===== config.mk =====
export PLATFORM = sky130hd
export DESIGN_NAME = fixpat_intra_gen
export DESIGN_NICKNAME = d
export VERILOG_FILES = /design/src/rtl/fpi_pkg.sv /design/src/rtl/fpi_mode_sel.sv /design/src/rtl/fpi_ref_store.sv /design/src/rtl/fpi_pix_gen.sv /design/src/rtl/fixpat_intra_gen.sv
export SDC_FILE = /design/constraint.sdc
export NUM_CORES = 1
export LEC_CHECK = 0
export ABC_CLOCK_PERIOD_IN_PS = 7300
export BUFFER_PORTS_ARGS = -buffer_cell sky130_fd_sc_hd__buf_2
export CORE_MARGIN = 2
export CORE_UTILIZATION = 55
export CTS_CLUSTER_DIAMETER = 120
export DETAILED_ROUTE_END_ITERATION = 8
export MAX_ROUTING_LAYER = met4
export PLACE_DENSITY = 0.75
export REMOVE_ABC_BUFFERS = 1
export SETUP_SLACK_MARGIN = 0.15
export SLEW_MARGIN = 20
export SYNTH_ARGS = -nofsm -noshare
export SYNTH_HDL_FRONTEND = slang
export SYNTH_SLANG_ARGS = --single-unit

===== constraint.sdc =====
create_clock -name clk -period 7.3 [get_ports clk]
set_clock_uncertainty 0.15 [all_clocks]
set_input_delay 2.19 -clock clk [delete_from_list [all_inputs] [get_ports clk]]
set_output_delay 2.19 -clock clk [all_outputs]
set_load 0.01 [all_outputs]

===== src/rtl/fpi_pkg.sv =====
// Shared types for the fixed-pattern intra predictor.
// Assumes: a single encoding of prediction modes shared by all sub-modules.
package fpi_pkg;

    // Prediction mode, encoded as it appears on the mode output.
    typedef enum logic [2:0] {
        MODE_DC  = 3'd0,
        MODE_HOR = 3'd1,
        MODE_VER = 3'd2
    } mode_e;

    // Reference slot identifiers: each slot holds one 8-pixel edge.
    typedef enum logic [2:0] {
        SRC_LCOL_A = 3'd0,  // column 7 of luma sub-block 0
        SRC_LCOL_B = 3'd1,  // column 7 of luma sub-block 1
        SRC_ROW_A  = 3'd2,  // row 7 of luma sub-block 0
        SRC_ROW_B  = 3'd3,  // row 7 of luma sub-block 1
        SRC_FCOL   = 3'd4,  // row 7 of first-column luma sub-block 2
        SRC_CLEFT  = 3'd5,  // column 7 of last chroma block
        SRC_CCOL   = 3'd6   // row 7 of first-column chroma block
    } src_e;

    localparam int NUM_SLOTS = 7;

endpackage


===== src/rtl/fpi_mode_sel.sv =====
// Fixed-pattern mode selector.
// Derives the prediction mode and the reference slot from the block position
// only; no cost is evaluated. Purely combinational.
// Assumes: sub-blocks are indexed 0 UL, 1 UR, 2 LL, 3 LR.
module fpi_mode_sel
    import fpi_pkg::*;
(
    input  logic       first_col,
    input  logic       frame_tl,
    input  logic [1:0] sub,
    input  logic       chroma,
    output mode_e      mode,
    output src_e       src
);

    // Pattern lookup: position -> mode and reference slot.
    always_comb begin
        mode = MODE_HOR;
        src  = SRC_CLEFT;
        if (chroma) begin
            if (frame_tl) begin
                mode = MODE_DC;
                src  = SRC_CCOL;
            end else if (first_col) begin
                mode = MODE_VER;
                src  = SRC_CCOL;
            end else begin
                mode = MODE_HOR;
                src  = SRC_CLEFT;
            end
        end else begin
            case (sub)
                2'd0: begin
                    if (frame_tl) begin
                        mode = MODE_DC;
                        src  = SRC_FCOL;
                    end else if (first_col) begin
                        mode = MODE_VER;
                        src  = SRC_FCOL;
                    end else begin
                        mode = MODE_HOR;
                        src  = SRC_LCOL_B;
                    end
                end
                2'd1: begin
                    mode = MODE_HOR;
                    src  = SRC_LCOL_A;
                end
                2'd2: begin
                    mode = MODE_VER;
                    src  = SRC_ROW_A;
                end
                default: begin
                    mode = MODE_VER;
                    src  = SRC_ROW_B;
                end
            endcase
        end
    end

endmodule


===== src/rtl/fpi_ref_store.sv =====
// Constant-size reference store.
// Captures column 7 and row 7 of each reconstructed block into fixed slots,
// chosen by the context of the block being reconstructed, and presents one
// slot as a packed vector (element i at bits i*PIX_W).
// Assumes: BLK is a power of two; capture and read never target the same
// slot in the same cycle (enforced by the top-level request gating).
module fpi_ref_store
    import fpi_pkg::*;
#(
    parameter  int PIX_W = 8,
    parameter  int BLK   = 8,
    localparam int POS_W = $clog2(BLK)
) (
    input  logic                 clk,
    input  logic                 rst_n,
    input  logic                 cap_en,
    input  logic [POS_W-1:0]     cap_row,
    input  logic [POS_W-1:0]     cap_col,
    input  logic [PIX_W-1:0]     cap_pix,
    input  logic                 ctx_chroma,
    input  logic                 ctx_first_col,
    input  logic [1:0]           ctx_sub,
    input  src_e                 rd_src,
    output logic [BLK*PIX_W-1:0] rd_vec
);

    localparam logic [POS_W-1:0] EDGE = POS_W'(BLK - 1);

    logic [PIX_W-1:0] mem [NUM_SLOTS][BLK];
    logic             col_we;
    logic             row_we;
    src_e             col_slot;
    src_e             row_slot;

    // Decide which slot, if any, receives the right-most column pixel.
    always_comb begin
        col_we   = 1'b0;
        col_slot = SRC_CLEFT;
        if (cap_en && cap_col == EDGE) begin
            if (ctx_chroma) begin
                col_we   = 1'b1;
                col_slot = SRC_CLEFT;
            end else if (ctx_sub == 2'd0) begin
                col_we   = 1'b1;
                col_slot = SRC_LCOL_A;
            end else if (ctx_sub == 2'd1) begin
                col_we   = 1'b1;
                col_slot = SRC_LCOL_B;
            end
        end
    end

    // Decide which slot, if any, receives the bottom-row pixel.
    always_comb begin
        row_we   = 1'b0;
        row_slot = SRC_ROW_A;
        if (cap_en && cap_row == EDGE) begin
            if (ctx_chroma) begin
                row_we   = ctx_first_col;
                row_slot = SRC_CCOL;
            end else if (ctx_sub == 2'd0) begin
                row_we   = 1'b1;
                row_slot = SRC_ROW_A;
            end else if (ctx_sub == 2'd1) begin
                row_we   = 1'b1;
                row_slot = SRC_ROW_B;
            end else if (ctx_sub == 2'd2) begin
                row_we   = ctx_first_col;
                row_slot = SRC_FCOL;
            end
        end
    end

    // Slot storage: clear on reset, then write the edge pixels.
    always_ff @(posedge clk) begin
        if (!rst_n) begin
            for (int s = 0; s < NUM_SLOTS; s++) begin
                for (int i = 0; i < BLK; i++) begin
                    mem[s][i] <= '0;
                end
            end
        end else begin
            if (col_we) mem[int'(col_slot)][cap_row] <= cap_pix;
            if (row_we) mem[int'(row_slot)][cap_col] <= cap_pix;
        end
    end

    // Read port: pack the selected slot into one vector.
    always_comb begin
        for (int i = 0; i < BLK; i++) begin
            rd_vec[i*PIX_W +: PIX_W] = mem[int'(rd_src)][i];
        end
    end

endmodule


===== src/rtl/fpi_pix_gen.sv =====
// Prediction pixel generator.
// On start, snapshots the mode and the 8-pixel reference edge, then emits
// BLK*BLK pixels in raster order on a valid/ready handshake.
// Assumes: start is only asserted while busy is low.
module fpi_pix_gen
    import fpi_pkg::*;
#(
    parameter  int PIX_W = 8,
    parameter  int BLK   = 8,
    localparam int POS_W = $clog2(BLK),
    localparam int IDX_W = 2 * POS_W
) (
    input  logic                 clk,
    input  logic                 rst_n,
    input  logic                 start,
    input  mode_e                start_mode,
    input  logic [BLK*PIX_W-1:0] start_ref,
    output logic                 busy,
    output logic                 out_valid,
    input  logic                 out_ready,
    output logic [PIX_W-1:0]     out_pix,
    output mode_e                out_mode,
    output logic                 out_last
);

    localparam logic [IDX_W-1:0] LAST_IDX = IDX_W'(BLK * BLK - 1);
    localparam logic [PIX_W-1:0] DC_VAL   = PIX_W'(1 << (PIX_W - 1));

    logic [IDX_W-1:0]     idx;
    logic [BLK*PIX_W-1:0] ref_q;
    mode_e                mode_q;
    logic [POS_W-1:0]     row;
    logic [POS_W-1:0]     col;

    // Block sequencer: load on start, step on each accepted beat.
    always_ff @(posedge clk) begin
        if (!rst_n) begin
            busy   <= 1'b0;
            idx    <= '0;
            mode_q <= MODE_DC;
            ref_q  <= '0;
        end else if (start) begin
            busy   <= 1'b1;
            idx    <= '0;
            mode_q <= start_mode;
            ref_q  <= start_ref;
        end else if (busy && out_ready) begin
            if (idx == LAST_IDX) busy <= 1'b0;
            idx <= idx + 1'b1;
        end
    end

    assign row = idx[IDX_W-1:POS_W];
    assign col = idx[POS_W-1:0];

    // Pixel datapath: constant, row-indexed or column-indexed edge.
    always_comb begin
        case (mode_q)
            MODE_HOR: out_pix = ref_q[row*PIX_W +: PIX_W];
            MODE_VER: out_pix = ref_q[col*PIX_W +: PIX_W];
            default:  out_pix = DC_VAL;
        endcase
    end

    assign out_valid = busy;
    assign out_mode  = mode_q;
    assign out_last  = busy && (idx == LAST_IDX);

endmodule


===== src/rtl/fixpat_intra_gen.sv =====
// Fixed-pattern intra predictor, top level.
// Accepts a position-tagged request, picks the mode from a fixed pattern,
// streams the predicted block, and captures edges of the reconstructed
// block into a constant-size store. A new request waits until the previous
// block is fully sent and its reconstruction has delivered pixel (last,last).
// Assumes: reconstructed pixels of a block arrive after its request and end
// with the bottom-right pixel; BLK is a power of two.
module fixpat_intra_gen
    import fpi_pkg::*;
#(
    parameter  int PIX_W = 8,
    parameter  int BLK   = 8,
    localparam int POS_W = $clog2(BLK)
) (
    input  logic             clk,
    input  logic             rst_n,
    input  logic             req_valid,
    output logic             req_ready,
    input  logic             req_first_col,
    input  logic             req_frame_tl,
    input  logic [1:0]       req_sub,
    input  logic             req_chroma,
    input  logic             recon_valid,
    input  logic [POS_W-1:0] recon_row,
    input  logic [POS_W-1:0] recon_col,
    input  logic [PIX_W-1:0] recon_pix,
    output logic             pred_valid,
    input  logic             pred_ready,
    output logic [PIX_W-1:0] pred_pix,
    output logic [2:0]       pred_mode,
    output logic             pred_last
);

    localparam logic [POS_W-1:0] EDGE = POS_W'(BLK - 1);

    logic                 pending;
    logic                 busy;
    logic                 accept;
    logic                 recon_done;
    logic                 ctx_chroma;
    logic                 ctx_first_col;
    logic [1:0]           ctx_sub;
    mode_e                sel_mode;
    src_e                 sel_src;
    mode_e                gen_mode;
    logic [BLK*PIX_W-1:0] ref_vec;

    assign req_ready  = !busy && !pending;
    assign accept     = req_valid && req_ready;
    assign recon_done = recon_valid && pending &&
                        (recon_row == EDGE) && (recon_col == EDGE);

    // Request context and reconstruction-pending flag.
    always_ff @(posedge clk) begin
        if (!rst_n) begin
            pending       <= 1'b0;
            ctx_chroma    <= 1'b0;
            ctx_first_col <= 1'b0;
            ctx_sub       <= '0;
        end else if (accept) begin
            pending       <= 1'b1;
            ctx_chroma    <= req_chroma;
            ctx_first_col <= req_first_col;
            ctx_sub       <= req_sub;
        end else if (recon_done) begin
            pending       <= 1'b0;
        end
    end

    fpi_mode_sel u_sel (
        .first_col (req_first_col),
        .frame_tl  (req_frame_tl),
        .sub       (req_sub),
        .chroma    (req_chroma),
        .mode      (sel_mode),
        .src       (sel_src)
    );

    fpi_ref_store #(.PIX_W(PIX_W), .BLK(BLK)) u_store (
        .clk           (clk),
        .rst_n         (rst_n),
        .cap_en        (recon_valid && pending),
        .cap_row       (recon_row),
        .cap_col       (recon_col),
        .cap_pix       (recon_pix),
        .ctx_chroma    (ctx_chroma),
        .ctx_first_col (ctx_first_col),
        .ctx_sub       (ctx_sub),
        .rd_src        (sel_src),
        .rd_vec        (ref_vec)
    );

    fpi_pix_gen #(.PIX_W(PIX_W), .BLK(BLK)) u_gen (
        .clk        (clk),
        .rst_n      (rst_n),
        .start      (accept),
        .start_mode (sel_mode),
        .start_ref  (ref_vec),
        .busy       (busy),
        .out_valid  (pred_valid),
        .out_ready  (pred_ready),
        .out_pix    (pred_pix),
        .out_mode   (gen_mode),
        .out_last   (pred_last)
    );

    assign pred_mode = gen_mode;

endmodule


# Word level (Yosys, flattened, before mapping)
# Memory sizes are Yosys's and may differ from the RTL's. A register that Yosys moved wholly into a read port is not among the register bits.
# Cells that the tools add are included.
[classes] n_addsub=1 magnitude_cmp=4 n_eq_ne=9 n_shift=2 mux=51 bitwise=3 reduce_logical=22
[ops] cell="$mux 64" n=6
[ops] cell="$reduce_or 64->1" n=2
[ops] cell="$shiftx 64x7->8" n=2
[ops] cell="$mux 3" n=17
[ops] cell="$demux 8 s3" n=2
[ops] cell="$mux 1" n=19
[ops] cell="$mux 8" n=2
[ops] cell="$pmux 8 s2" n=1
[ops] cell="$logic_and 1x1->1" n=10
[ops] cell="$pmux 3 s3" n=1
[ops] cell="$ge 4x4->1 const B" n=2
[ops] cell="$lt 4x1->1 const B" n=2
[ops] cell="$not 3->4" n=2
[ops] cell="$add 6x1->6 const B" n=1
[ops] cell="$eq 3x3->1 const B" n=2
[ops] cell="$eq 6x6->1 const B" n=1
[ops] cell="$pmux 3 s2" n=1
[ops] cell="$reduce_bool 2->1" n=3
[ops] cell="$eq 2x1->1 const B" n=2
[ops] cell="$eq 2x2->1 const B" n=2
[ops] cell="$logic_not 2->1" n=2
[ops] cell="$mux 2" n=2
[ops] cell="$eq 3x1->1 const B" n=1
[ops] cell="$eq 3x2->1 const B" n=1
[ops] cell="4 further kinds" n=6
[totals] ff_bits=15 ram_bits=448 elab_cells=100 memories=1
[mem_list] name="u_store.mem" words=7 word_bits=64 rd=1 rd_clocked_by_memory_dff=1 wr=7 line="fpi_ref_store.sv:29" text="logic [PIX_W-1:0] mem [NUM_SLOTS][BLK];"

# Longest topological paths before layout
# Gate-level depths: netlist of run 1.
[depth] ltp_word=11 depth_mapped=8

# Hierarchy
# A second synthesis of run 1 with hierarchy kept.
[hier_totals] cells_unflattened=1858 hier_area_um2=26456.6
[by_module_without_submodules] module="fpi_ref_store" instances=1 cells_per_inst=1494 area_each_um2=22619.2 seq_area_each_um2=15374.7
[by_module_without_submodules] module="fpi_pix_gen" instances=1 cells_per_inst=330 area_each_um2=3532.1 seq_area_each_um2=1481.4
[by_module_without_submodules] module="fixpat_intra_gen" instances=1 cells_per_inst=21 area_each_um2=221.5 seq_area_each_um2=100.1
[by_module_without_submodules] module="fpi_mode_sel" instances=1 cells_per_inst=13 area_each_um2=83.8 seq_area_each_um2=0.0

# Worst setup path before layout of run 1
# No wires, ideal clock.
[synth_path] kind="register to output" start="reg u_gen.mode_q[0] (netlist: u_gen.out_mode[0])" end="out pred_pix[7]" arrival_ns=2.010 required_time_ns=4.960 slack_ns=2.950 path_stages_with_launch=8 path_buffers=1 path_cell_list="dfxtp_1 > inv_1 > ha_1 > buf_4 > mux2i_4 > mux4_2 > nor2b_1 > a211o_1"
[synth_between] elab_chain_cells=2 elab_cells_between_ends=3 classes_between="eq/ne: 2; mux: 1"
[synth_lines] item="start: declaration" line="fpi_pix_gen.sv:31" text="mode_e mode_q;"
[synth_lines] item="start signal: assignment" line="fpi_pix_gen.sv:45" text="mode_q <= start_mode;"
[synth_lines] item="$eq 3x2->1 / $eq 3x1->1 (equally long branches)" line="fpi_pix_gen.sv:58" text="case (mode_q)"
[synth_lines] item="$pmux 8 s2 (*)" line="fpi_pix_gen.sv:58"
[synth_lines] item="end: declaration" line="fixpat_intra_gen.sv:29" text="output logic [PIX_W-1:0] pred_pix,"
# Mark *: on every way between the ends. The rest lies on a longest branch, timed or not.

# Worst setup path after layout of run 1
[layout_path] start="reg u_gen.mode_q[0] (netlist: u_gen.out_mode[0])" end="out pred_pix[6]"
# The elaborated chain is that of the path after synthesis.

==> impl_metrics.py, run 1 <==
metrics = {
    "drt": {
        "vias": 17100,
        "wl_per_cell_microns": 26.3,
        "drc": 0,
        "drt-initial-drc-count": 2290,
        "ant_nets": 0,
        "first_pass_iters": 8,
        "drt-total-wl_microns": 69800,
        "via_per_inst": 6.43,
    },
    "power": {
        "power.switching_w": 0.00164,
        "p_leak_nw": 9.85,
        "p_int_w": 0.00520,
        "p_comb_frac": 0.078,
        "power_density_mw_per_mm2": 251,
        "vdd_drop_max_mv": 0.193,
        "p_seq_frac": 0.515,
        "pwr-share-clk": 0.407,
        "switching_share": 0.239,
    },
    "clock_network": {
        "post-cts-setup-buffers": 0,
        "clk_pin_slew_ns": 0.06,
        "cts_sinks": 537,
        "insertion_delay_ns": 0.61,
        "cts-resized-gates": 0,
        "cts_tree": "built",
        "clock_path_buffers": 3,
        "cts_hold_buf": 0,
        "htree_levels": 2,
        "cts_made_buffers": 54,
        "cts_root_buffer": "clkbuf_16",
    },
    "yosys": {
        "ys.flop_type": "edfxtp_1",
        "ys_top_cells_by_area": "edfxtp_1 (55%), and2_1 (9.7%), dfxtp_1 (6.2%)",
        "synth_top_area_frac": 0.551,
        "synth_seq_cells": 537,
        "ys_seq_area_frac": 0.614,
        "async_flop_share": 0,
        "syn_area_sq_mm": 0.0250,
        "synth.avg_cell_area_sq_um": 12.3,
        "yosysTopAreaCell": "edfxtp_1",
        "synth_cell_types": 58,
        "synthCells": 2037,
        "synth_warnings": 0,
        "synth_edf_count": 459,
    },
    "worst_setup_path": {
        "critPathCaptureType": "output pin",
        "cp.required_ns": 4.96,
        "critPathKind": "reg2out",
        "critPathArrivalTime_ns": 3.49,
        "start_kind": "flop",
        "cp_max_fo": 16,
        "ff2ff_setup_slack_ns": 3.57,
    },
    "timing": {
        "fin_crit_ns": 5.83,
        "slew_viol_final": 0,
        "hold_ws_ns": 0.313,
        "fmax_mhz": 171,
        "slew_headroom": 0.210,
        "setup_viol": 0,
        "tightest_slew_ns": 1.18,
        "fin_tns_setup_ns": 0,
        "timing.final.crit_share": 0.799,
        "rsz0062_at_grt": "false",
        "hold_viol_final": 0,
    },
    "floorplan": {
        "ios": 38,
        "dieArea_sq_mm": 0.0472,
        "core_area_sq_mm": 0.0451,
        "start_util": 0.555,
        "dieWidth_microns": 217,
        "die_h_microns": 217,
        "rows": 78,
    },
    "global_route": {
        "grt_max_degree": 56,
        "antenna_found_initial": 2,
        "grt_use_total": 0.304,
        "grt_pass1_vias": 16600,
        "grt_overflow": 0,
        "grt_first_pass_wirelength_microns": 103000,
    },
    "cells_and_area": {
        "nNetsFinal": 2030,
        "seqCellArea_sq_mm": 0.0153,
        "fillers": 3485,
        "final_cell_mix": "edfxtp_1 (459), and2_1 (386), nand2_1 (176), nor2_1 (102), o21ai_0 (87)",
        "area_growth_pct": 8.97,
        "multi_input_area_sq_mm": 0.00891,
        "drive_gt1_frac": 0.124,
        "final_common_cell": "edfxtp_1",
    },
    "min_path": {
        "hold_path_class": "reg2reg",
    },
    "run_status": {
        "status": "finished, final reports clean",
    },
    "placed_design": {
        "io_buffer_count": 36,
        "hpwl_microns": 44800,
        "gp_congestion": 1.01,
    },
    "flow_run": {
        "maxCapViolations": 0,
    },
}
==> cells by family (layout without fill, tap and decap cells) <==
group	Yosys count	after routing	share of synthesized area
muxes	115	115	0.0498
other	1	13	0.000150
AOI/OAI and AO/OA	360	360	0.113
xor gates and xnor gates	5	5	0.00175
and+or+nand+nor	840	840	0.188
buffers and inverters	177	179	0.0325
DFF	537	537	0.614
adders and majority gates	2	2	0.00100
==> per-layer routing <==
metal	up-vias	global-route usage	part of all wire
met3	211	0.0623	0.11
met4	0	0.142	0.051
met5	-	-	0
met2	1037	0.467	0.46
met1	8361	0.391	0.38
li1	7445	-	-
==> cell type report <==
class	instances	area share
sequential	537	0.563
clock inverter	17	0.00767
clock buffer	85	0.0572
antenna	1	0.0000918
timing repair buffer	71	0.0163
inverter	6	0.000827
multi-input combinational	1334	0.327
tap	600	0.0276
==> per-stage QoR <==
step           area (sq um)  cells  utilization  worst slack (ns)  power [W]
5_1_grt               27200   2651        0.604              1.40    0.00699
4_1_cts               27200   2650        0.604              1.58    0.00682
3_5_place_dp          25500   2548        0.565              1.89    0.00410
3_3_place_gp          25500   2548        0.565              2.05    0.00409
6_report              27200   2651        0.604              1.47    0.00684
2_1_floorplan         24300   1877            -              1.54    0.00383
==> power by group through the flow <==
stage / registers [W] / clock network, W / logic (W)
after floorplan: 0.00355 / 0 / 0.000280
after global placement: 0.00358 / 0 / 0.000502
after detailed placement: 0.00359 / 0 / 0.000514
after CTS: 0.00352 / 0.00278 / 0.000516
after global routing: 0.00353 / 0.00290 / 0.000558
final: 0.00353 / 0.00278 / 0.000531
==> worst max-delay path: stages, from the launching register on <==
cell and delay [ns]:
dfxtp_1 0.31, inv_1 0.08, ha_1 0.44, mux2i_4 0.79
mux2i_1 0.37, mux2_2 0.37, a211oi_1 0.31, buf_2 0.19
==> cell usage after synthesis (10+ instances only) <==
cell type / number
edfxtp_1: 459
and2_1: 386
nand2_1: 176
o21ai_0: 115
clkbuf_1: 111
nor2_1: 102
dfxtp_1: 78
mux2i_1: 78
o221ai_1: 64
o31ai_1: 56
and3_1: 55
a221oi_2: 40
buf_2: 37
mux2_2: 32
nand3_1: 27
nor3_1: 22
a32o_1: 20
a211oi_1: 14
nand2b_1: 14
o22ai_1: 14
or3_1: 12
a22oi_1: 11
buf_6: 11
a31oi_1: 10
==> flip-flops by register name, indices dropped and copies added, names as in the netlist <==
name,cells
ctx_first_col,1
u_gen.out_mode,2
u_gen.busy,1
ctx_sub,2
ctx_chroma,1
pending,1
u_gen.ref_q,64
u_store.mem,459
u_gen.idx,6
==> final timing paths <==
path / start / to / cells after the start
max: u_gen.out_mode[0]$_SDFFE_PN0P_ / pred_pix[6] / 7
min: u_gen.ref_q[36]$_SDFFE_PN0P_ / u_gen.ref_q[36]$_SDFFE_PN0P_ / 2
max reg2reg: pending$_SDFFE_PN0P_ / u_store.mem[6][21]$_SDFFCE_PN0P_ / 4
min reg2reg: u_gen.ref_q[36]$_SDFFE_PN0P_ / u_gen.ref_q[36]$_SDFFE_PN0P_ / 2
(Power assumes the default switching activity.)
==> run 2, diff against run 1 <==
--- a/config.mk
+++ b/config.mk
@@ -5,7 +5,7 @@
 export SDC_FILE = /design/constraint.sdc
 export NUM_CORES = 1
 export LEC_CHECK = 0
-export ABC_CLOCK_PERIOD_IN_PS = 7300
+export ABC_CLOCK_PERIOD_IN_PS = 5370
 export BUFFER_PORTS_ARGS = -buffer_cell sky130_fd_sc_hd__buf_2
 export CORE_MARGIN = 2
 export CORE_UTILIZATION = 55
==> constraint.sdc (replaced) <==
create_clock -name clk -period 5.37 [get_ports clk]
set_clock_uncertainty 0.15 [all_clocks]
set_input_delay 1.611 -clock clk [delete_from_list [all_inputs] [get_ports clk]]
set_output_delay 1.611 -clock clk [all_outputs]
set_load 0.01 [all_outputs]
==> run 2 against run 1 <==
Hold slack lost 0.011 ns. Combinational power up 42%. Sequential share of layout area decreased by 1.1 points. Routed wire length rose by 2.2%. Register-to-register slack worse by 1.5 ns. Via count increased by 0.74%. Utilization up 1.2 points. Worst setup slack got worse by 1.1 ns. Non-clock buffer count grew 52.
==> impl_metrics.py, run 2 (synthesis results as in run 1) <==
metrics = {
    "run_status": {
        "status": "finished, final reports clean",
    },
    "worst_setup_path": {
        "worst_path_max_delay_cell": "mux2i_4",
        "cp.required_ns": 3.61,
        "cp_max_fo": 16,
        "crit_chain": "ha_1, mux2i_4, mux2i_1, mux2_2, a211oi_1, buf_2",
        "max_stage_delay_ns": 0.76,
        "start_kind": "flop",
        "critPathKind": "reg2out",
        "critPathCaptureType": "output pin",
        "critPathArrivalTime_ns": 3.27,
    },
    "cells_and_area": {
        "fillers": 3449,
        "drive_gt1_frac": 0.148,
        "regMostFlops": "u_store.mem",
        "final_area_sq_mm": 0.0278,
        "largest_reg_flops": 459,
        "final_core_util": 0.616,
        "area_growth_pct": 11.0,
        "final_cell_mix": "edfxtp_1 (459), and2_1 (386), nand2_1 (176), o21ai_0 (115), nor2_1 (102)",
        "final_common_cell": "edfxtp_1",
        "biggestRegsByFlops": "u_store.mem x459, u_gen.ref_q x64, u_gen.idx x6",
        "nNetsFinal": 2081,
    },
    "floorplan": {
        "ios": 38,
        "die_h_microns": 217,
        "core_area_sq_mm": 0.0451,
        "start_util": 0.555,
        "dieArea_sq_mm": 0.0472,
        "rows": 78,
        "dieWidth_microns": 217,
    },
    "clock_network": {
        "clk_pin_slew_ns": 0.07,
        "cts-resized-gates": 0,
        "clock_path_buffers": 3,
        "insertion_delay_ns": 0.61,
        "cts_sinks": 537,
        "cts_made_buffers": 53,
        "htree_levels": 2,
        "cts_root_buffer": "clkbuf_16",
        "post-cts-setup-buffers": 0,
        "cts_tree": "built",
        "cts_hold_buf": 0,
    },
    "timing": {
        "hold_ws_ns": 0.302,
        "fmax_mhz": 199,
        "hold_viol_final": 0,
        "timing.final.crit_share": 0.936,
        "setup_ws_ns": 0.341,
        "rsz0062_at_grt": "false",
        "slew_viol_final": 0,
        "tightest_slew_ns": 1.01,
        "fin_tns_setup_ns": 0,
        "fin_crit_ns": 5.03,
        "setup_viol": 0,
        "slew_headroom": 0.320,
    },
    "drt": {
        "drc": 0,
        "wl_per_cell_microns": 26.4,
        "ant_nets": 0,
        "drt-total-wl_microns": 71400,
        "drt-initial-drc-count": 2149,
        "first_pass_iters": 5,
        "via_per_inst": 6.36,
        "vias": 17200,
    },
    "global_route": {
        "antenna_found_initial": 0,
        "grt_overflow": 0,
        "grt_max_degree": 93,
        "grt_pass1_vias": 16900,
        "grt_use_total": 0.315,
        "grt_first_pass_wirelength_microns": 107000,
    },
    "placed_design": {
        "place_ws_ns": 1.07,
        "io_buffer_count": 36,
        "gp_congestion": 0.939,
        "hpwl_microns": 45300,
        "post_dp_cell_area_sq_mm": 0.0259,
    },
    "min_path": {
        "hold_path_class": "reg2reg",
    },
    "power": {
        "power_density_mw_per_mm2": 340,
        "vdd_drop_max_mv": 0.244,
        "p_leak_nw": 10.2,
    },
    "flow_run": {
        "maxCapViolations": 0,
    },
}
-- run 2: cell types whose count changed in the layout (fill, tap and decap cells not counted), sizes merged --
| cell | before | now |
|---|---|---|
| buf | 71 | 123 |
| bufinv | 4 | 7 |
| clkbuf | 85 | 69 |
| clkinv | 11 | 18 |
| clkinvlp | 0 | 4 |
| inv | 8 | 7 |
-- run 2: per-stage QoR --
step	std cells	power, W
final	2700	0.00944
after global routing	2699	0.00965
after CTS	2699	0.00942
after detailed placement	2600	0.00561
after global placement	2600	0.00559
after floorplan	1877	0.00520
-- run 2: metal layers --
metal | track usage | wire length [microns] | vias to the layer above
li1 | - | - | 7537
met1 | 0.402 | 27300 | 8504
met2 | 0.488 | 33300 | 939
met3 | 0.0573 | 6860 | 201
met4 | 0.153 | 3880 | 0
met5 | - | 0 | -
-- run 2: area by class of cell --
cell class                      instances  area, sq um  share of cell area
Antenna cell                            1         2.50           0.0000901
Clock buffer                           69         1500              0.0540
Clock inverter                         30          327              0.0118
Inverter                                6         22.5            0.000811
Multi-Input combinational cell       1334         8910               0.321
Sequential cell                       537        15300               0.553
Tap cell                              600          751              0.0270
Timing Repair Buffer                  123          911              0.0328
-- run 2: worst paths after layout --
path | startpoint | to | slack (ns) | depth (start not counted)
worst max-delay path | u_gen.out_mode[1]$_SDFFE_PN0P_ | pred_pix[1] | 0.34 | 6
worst min-delay path | u_gen.ref_q[52]$_SDFFE_PN0P_ | u_gen.ref_q[52]$_SDFFE_PN0P_ | 0.30 | 2
worst max register to register | ctx_chroma$_SDFFE_PN0P_ | u_store.mem[2][5]$_SDFFCE_PN0P_ | 2.11 | 4
worst min register to register | u_gen.ref_q[52]$_SDFFE_PN0P_ | u_gen.ref_q[52]$_SDFFE_PN0P_ | 0.30 | 2
-- run 2: worst max-delay path: cells and delay by family, from the launching register on --
kind | cells | cell delay, ns
muxes | 3 | 1.29
buffers and inverters | 1 | 0.20
adders and majority gates | 1 | 0.44
AOI/OAI and AO/OA | 1 | 0.36
DFF | 1 | 0.37
-- run 2: power by group --
part	internal, W	switching, W
clock	0.00230	0.00159
sequential	0.00468	0.000108
combinational	0.000224	0.000532
